<file path="config.mk">
export PLATFORM = sky130hd
export DESIGN_NAME = synth_cfg_front
export DESIGN_NICKNAME = d
export VERILOG_FILES = /design/src/rtl/cfgf_pkg.sv /design/src/rtl/cfgf_sync.sv /design/src/rtl/cfgf_rise.sv /design/src/rtl/cfgf_shifter.sv /design/src/rtl/cfgf_hold.sv /design/src/rtl/cfgf_test_mux.sv /design/src/rtl/synth_cfg_front.sv
export SDC_FILE = /design/constraint.sdc
export NUM_CORES = 1
export LEC_CHECK = 0
export ABC_AREA = 1
export BUFFER_PORTS_ARGS = -buffer_cell sky130_fd_sc_hd__buf_2
export CAP_MARGIN = 15
export CORE_MARGIN = 2
export CORE_UTILIZATION = 35
export DETAILED_ROUTE_END_ITERATION = 10
export PLACE_DENSITY = 0.63
export SLEW_MARGIN = 15
export SYNTH_ARGS = -nofsm -noshare
export SYNTH_HDL_FRONTEND = slang
export SYNTH_HIERARCHICAL = 1
export SYNTH_SLANG_ARGS = --single-unit
</file>
<file path="constraint.sdc">
create_clock -name clk -period 2.2 [get_ports clk]
set_clock_uncertainty 0.1 [all_clocks]
set_input_delay 0.55 -clock clk [delete_from_list [all_inputs] [get_ports clk]]
set_output_delay 0.55 -clock clk [all_outputs]
set_load 0.01 [all_outputs]
</file>
<file path="src/rtl/cfgf_pkg.sv">
package cfgf_pkg;
  localparam int M_W  = 9;
  localparam int N_W  = 3;
  localparam int T_W  = 2;
  localparam int SH_W = T_W + N_W + M_W;

  typedef struct packed {
    logic [T_W-1:0] t;
    logic [N_W-1:0] n;
    logic [M_W-1:0] m;
  } cfg_word_t;

  // lock-range test on the feedback value
  function automatic logic m_in_lock(input logic [M_W-1:0] m, input int lo, input int hi);
    int v;
    v = int'(m);
    return (v >= lo) && (v <= hi);
  endfunction
endpackage

</file>
<file path="src/rtl/cfgf_sync.sv">
module cfgf_sync #(
  parameter int W = 1,
  parameter int STAGES = 2,
  parameter logic [W-1:0] RST_VAL = '0
) (
  input  logic         clk,
  input  logic         rst_n,
  input  logic [W-1:0] d_a,
  output logic [W-1:0] q
);
  logic [W-1:0] stg [STAGES];

  always_ff @(posedge clk or negedge rst_n) begin
    if (!rst_n) stg[0] <= RST_VAL;
    else        stg[0] <= d_a;
  end

  for (genvar i = 1; i < STAGES; i++) begin : g_stage
    always_ff @(posedge clk or negedge rst_n) begin
      if (!rst_n) stg[i] <= RST_VAL;
      else        stg[i] <= stg[i-1];
    end
  end

  assign q = stg[STAGES-1];
endmodule

</file>
<file path="src/rtl/cfgf_rise.sv">
module cfgf_rise #(
  parameter int W = 1
) (
  input  logic         clk,
  input  logic         rst_n,
  input  logic [W-1:0] lvl,
  output logic [W-1:0] rise
);
  logic [W-1:0] prev;

  always_ff @(posedge clk or negedge rst_n) begin
    if (!rst_n) prev <= '0;
    else        prev <= lvl;
  end

  assign rise = lvl & ~prev;
endmodule

</file>
<file path="src/rtl/cfgf_shifter.sv">
module cfgf_shifter
  import cfgf_pkg::*;
(
  input  logic      clk,
  input  logic      rst_n,
  input  logic      shift_en,
  input  logic      clear,
  input  logic      din,
  output cfg_word_t nxt
);
  cfg_word_t q;

  always_comb begin
    nxt = q;
    if (shift_en) nxt = cfg_word_t'({q[SH_W-2:0], din});
  end

  always_ff @(posedge clk or negedge rst_n) begin
    if (!rst_n)     q <= '0;
    else if (clear) q <= '0;
    else            q <= nxt;
  end
endmodule

</file>
<file path="src/rtl/cfgf_hold.sv">
module cfgf_hold
  import cfgf_pkg::*;
(
  input  logic           clk,
  input  logic           rst_n,
  input  logic           par_follow,
  input  logic [M_W-1:0] par_m,
  input  logic [N_W-1:0] par_n,
  input  logic           ser_load,
  input  cfg_word_t      ser_word,
  output cfg_word_t      q
);
  always_ff @(posedge clk or negedge rst_n) begin
    if (!rst_n) begin
      q <= '0;
    end else if (par_follow) begin
      q.m <= par_m;
      q.n <= par_n;
    end else if (ser_load) begin
      q <= ser_word;
    end
  end
endmodule

</file>
<file path="src/rtl/cfgf_test_mux.sv">
module cfgf_test_mux
  import cfgf_pkg::*;
(
  input  logic           par_mode,
  input  logic [T_W-1:0] sel,
  input  logic           sdata,
  input  logic           mdiv,
  input  logic           fout,
  output logic           test_out
);
  always_comb begin
    if (par_mode) test_out = 1'b0;
    else begin
      unique case (sel)
        2'b00:   test_out = 1'b0;
        2'b01:   test_out = sdata;
        2'b10:   test_out = mdiv;
        default: test_out = fout;
      endcase
    end
  end
endmodule

</file>
<file path="src/rtl/synth_cfg_front.sv">
module synth_cfg_front
  import cfgf_pkg::*;
#(
  parameter int M_MIN = 250,
  parameter int M_MAX = 500,
  parameter int SYNC_STAGES = 2
) (
  input  logic           clk,
  input  logic           rst_n,
  input  logic           sclk_a,
  input  logic           sdata_a,
  input  logic           sload_a,
  input  logic           pload_n_a,
  input  logic           mr_a,
  input  logic [M_W-1:0] m_pin,
  input  logic [N_W-1:0] n_pin,
  input  logic           mdiv_clk,
  input  logic           fout_clk,
  output logic [M_W-1:0] m_val,
  output logic [N_W-1:0] n_val,
  output logic [T_W-1:0] t_sel,
  output logic           test_out,
  output logic           m_ok
);
  localparam int NSYNC = 5;
  // bit order of the synchronized control vector
  localparam int IX_SCLK = 0;
  localparam int IX_SDAT = 1;
  localparam int IX_SLD  = 2;
  localparam int IX_PLD  = 3;
  localparam int IX_MR   = 4;
  localparam logic [NSYNC-1:0] SYNC_RST = NSYNC'(1) << IX_PLD;

  logic [NSYNC-1:0] ctl_lvl;
  logic [1:0]       ctl_rise;

  // named events, also observed by the checker
  logic sclk_lvl, sdata_lvl, sload_lvl, pload_lvl, mr_lvl;
  logic sclk_rise, sload_rise;
  logic ser_mode, shift_ev, ser_load;
  cfg_word_t sh_nxt, held;

  cfgf_sync #(.W(NSYNC), .STAGES(SYNC_STAGES), .RST_VAL(SYNC_RST)) u_sync (
    .clk(clk), .rst_n(rst_n),
    .d_a({mr_a, pload_n_a, sload_a, sdata_a, sclk_a}),
    .q(ctl_lvl)
  );

  assign sclk_lvl  = ctl_lvl[IX_SCLK];
  assign sdata_lvl = ctl_lvl[IX_SDAT];
  assign sload_lvl = ctl_lvl[IX_SLD];
  assign pload_lvl = ctl_lvl[IX_PLD];
  assign mr_lvl    = ctl_lvl[IX_MR];

  cfgf_rise #(.W(2)) u_rise (
    .clk(clk), .rst_n(rst_n),
    .lvl({sload_lvl, sclk_lvl}),
    .rise(ctl_rise)
  );

  assign sclk_rise  = ctl_rise[0];
  assign sload_rise = ctl_rise[1];

  assign ser_mode = pload_lvl;
  assign shift_ev = ser_mode & sclk_rise;
  // load on the strobe's rise, or on every shift while it stays high
  assign ser_load = ser_mode & sload_lvl & (sclk_rise | sload_rise);

  cfgf_shifter u_shift (
    .clk(clk), .rst_n(rst_n),
    .shift_en(shift_ev), .clear(mr_lvl), .din(sdata_lvl),
    .nxt(sh_nxt)
  );

  cfgf_hold u_hold (
    .clk(clk), .rst_n(rst_n),
    .par_follow(~pload_lvl), .par_m(m_pin), .par_n(n_pin),
    .ser_load(ser_load), .ser_word(sh_nxt),
    .q(held)
  );

  cfgf_test_mux u_tmux (
    .par_mode(~pload_lvl), .sel(held.t), .sdata(sdata_lvl),
    .mdiv(mdiv_clk), .fout(fout_clk), .test_out(test_out)
  );

  assign m_val = held.m;
  assign n_val = held.n;
  assign t_sel = held.t;
  assign m_ok  = m_in_lock(held.m, M_MIN, M_MAX);
endmodule

</file>
==> summary.txt <==
Die
  • Initial core utilization: 0.356
  • Chip Height: 78.4 µm
  • Die area: 6150 µm²
  • FP Rows: 27
  • IO Count: 37
  • Die Wd: 78.4 µm
  • CORE AREA: 5440 µm²

Logic synthesis
  • Seq/Total Area, Yosys: 0.518
  • Synth async-reset ratio: 1.00
  • Mapped cell area: 1940 µm²
  • Ys flop type: dfrtp_1
  • Top-count cell post-synth: nand2_1
  • Post-Syn Instances: 232
  • Multiplexer share of the synthesized area: 0
  • Adder-Cell Fraction of Synth Area: 0
  • Synth Area in XOR/XNOR: 0
  • Syn_area_per_cell: 8.35 µm²
  • List of most frequent post-synthesis cells: 83 x nand2_1, 38 x dfrtp_1, 36 x inv_1
  • Yosys top cell area share: 0.491
  • Yosys warning count: 6
  • Area leader, netlist: dfrtp_1
  • Yosys cell types: 15
  • Synth area leaders: dfrtp_1 49%, nand2_1 16%, nand3_2 11%, inv_1 7.0%, nor2_1 5.0%
  • Seq cells post-synth: 40
  • Simple-gate share of the synthesized area: 0.343
  • Net Count, Synth: 253
  • Largest family of logic cells by synthesized area: simple AND/OR/NAND/NOR gates
  • EDFF count, synth: 0
  • Synth Area in Compound Gates: 0.0116

Timing
  • Post-route worst hold slack: 0.202 ns
  • Tcrit/Tclk final: 0.869
  • Final setup vio count: 0
  • Sum Neg Setup Slack: 0 ns
  • Final Critical Period: 1.91 ns
  • Worst rel slew slack: 0.649
  • Max Slew Vio Count: 0
  • Fmax: 523 MHz
  • Hold violation count in the final report: 0
  • RSZ-0062 raised after global routing: false
  • Worst-Margin Slew: 0.526 ns

Final layout
  • Area grow syn2layout: 17.0%
  • Final net count: 288
  • Filler cell count: 543
  • Register area: 1000 µm²
  • Area of the multi-input gates: 687 µm²
  • Layout cells sized above 1: 0.299
  • # diodes: 0

Job
  • Max-cap viol count: 0

Power
  • Switching Share: 0.250
  • Peak supply drop: 0.345 mV
  • Switching power: 0.423 mW
  • Int Pwr: 1.27 mW
  • Sequential Power Share: 0.486
  • Lkg Pwr: 1.31 nW
  • Logic pwr share: 0.132
  • Clock network power share: 0.382
  • PD cells: 747 nW/µm²

CTS
  • CTS H-tree lvls: 2
  • CTS tree: done
  • Clock sink count: 40
  • Root Buffer: clkbuf_8
  • Clock buffer depth: 2
  • Hold buffers post-CTS: 0
  • Worst-skew pair later-pin latency: 0.29 ns
  • Postcts setup bufs: 0
  • CTS resizes: 0
  • CTS clk-pin slew, worst paths: 0.08 ns
  • Number of CTS-inserted buffers: 5

Placement
  • Post-DP HPWL: 2560 µm
  • Port bufs: 36
  • Gpl congestion: 0.726

Setup path
  • Critical path capture point type: output pin
  • Crit path kind: flop to output pin
  • Worst Path Required: 1.55 ns
  • Worst-path fanout max: 3
  • CP startpoint kind: flop
  • Arrival @ worst endpoint: 1.26 ns

Global routing
  • Vias in the first global route: 1,516
  • First-pass GRT wire length: 6710 µm
  • Largest net degree at the start of global routing: 41
  • GRT Total Usage: 0.139
  • Overflow after GRT: 0
  • Initial antenna violation count: 0

Detailed routing
  • Wirelength, routed: 3680 µm
  • WL/cell: 10.8 µm
  • DRT iter0 DRCs: 118
  • Residual DRC count: 0
  • Post-route ant nets: 0
  • Via Count: 1,454
  • Vias per inst: 4.28
  • DRT Pass-1 Iters: 4

Outcome
  • Status: finished clean

Hold path
  • Hold crit path type: primary input to asynchronous set/reset pin
==> worst max-delay path, stage by stage (launching register included) <==
cell and delay [ns]:
dfstp_2 0.54, inv_1 0.05, o21bai_1 0.14, nor2_1 0.10, buf_2 0.14
==> registers in the layout (all words and copies together) (netlist names) <==
name,cells
u_hold/q,14
u_sync/stg,5
u_rise/prev,2
u_shift/q,14
u_sync/q,5
==> path summary, 6_finish.rpt <==
check                                         from                 endpoint  slack (ns)  cells after the start
setup / recovery             u_sync/q[3]$_DFF_PN1_                 test_out        0.29                      4
hold / removal                               rst_n  u_sync/stg[5]$_DFF_PN0_        0.20                      2
setup reg to reg             u_sync/q[3]$_DFF_PN1_  u_hold/q[6]$_DFFE_PN0P_        0.59                      5
hold reg to reg            u_sync/stg[9]$_DFF_PN0_    u_sync/q[4]$_DFF_PN0_        0.25                      0
max in group asynchronous                    rst_n    u_sync/q[3]$_DFF_PN1_        1.42                      2
min in group clk           u_sync/stg[9]$_DFF_PN0_    u_sync/q[4]$_DFF_PN0_        0.25                      0
==> placed cells by master, fill, tap and decap left out <==
cell type / instances
nand2_1: 83
inv_1: 36
nand3_2: 22
a21oi_1: 1
dfstp_2: 2
inv_2: 4
nand3_1: 2
o211a_1: 1
nor2_1: 26
dfrtp_1: 38
o21bai_1: 1
bufinv_16: 1
buf_4: 4
clkbuf_8: 7
buf_2: 36
nor2_2: 4
==> stage by stage <==
stage | worst slack [ns] | util | total power, mW | instance area (µm²) | cells
after floorplan | 0.530 | - | 0.981 | 1940 | 232
after global routing | 0.167 | 0.417 | 1.79 | 2270 | 340
after global placement | 0.562 | 0.394 | 1.06 | 2140 | 332
after detailed placement | 0.541 | 0.394 | 1.06 | 2140 | 332
after CTS | 0.274 | 0.417 | 1.72 | 2270 | 340
final | 0.289 | 0.417 | 1.69 | 2270 | 340
==> cell type report <==
cell class	count	share of cell area
repair buffers	40	0.0927
flip-flops and latches	40	0.443
inverters	40	0.0662
multi-input cells	140	0.303
clock buffers	7	0.0425
clock inverters	1	0.0132
well taps	72	0.0397
==> power groups by stage <==
stage	combinational (mW)	sequential [mW]	clock (mW)
finish	0.224	0.823	0.647
global route	0.261	0.831	0.702
CTS	0.229	0.823	0.667
detailed placement	0.227	0.838	0
global placement	0.224	0.836	0
floorplan	0.141	0.841	0
==> metal layers <==
metal / track usage / wire length (µm) / up-vias
li1: - / - / 749
met2: 0.235 / 1680 / 26
met4: 0.0632 / 75 / 0
met5: 0 / 0 / -
met1: 0.166 / 1790 / 673
met3: 0.0356 / 138 / 6
==> cells by family after synthesis <==
family	Yosys count
buffers and inverters	52
and+or+nand+nor	137
AOI/OAI and AO/OA	3
DFF	40
Note: power is estimated with default switching activity, not from simulation.
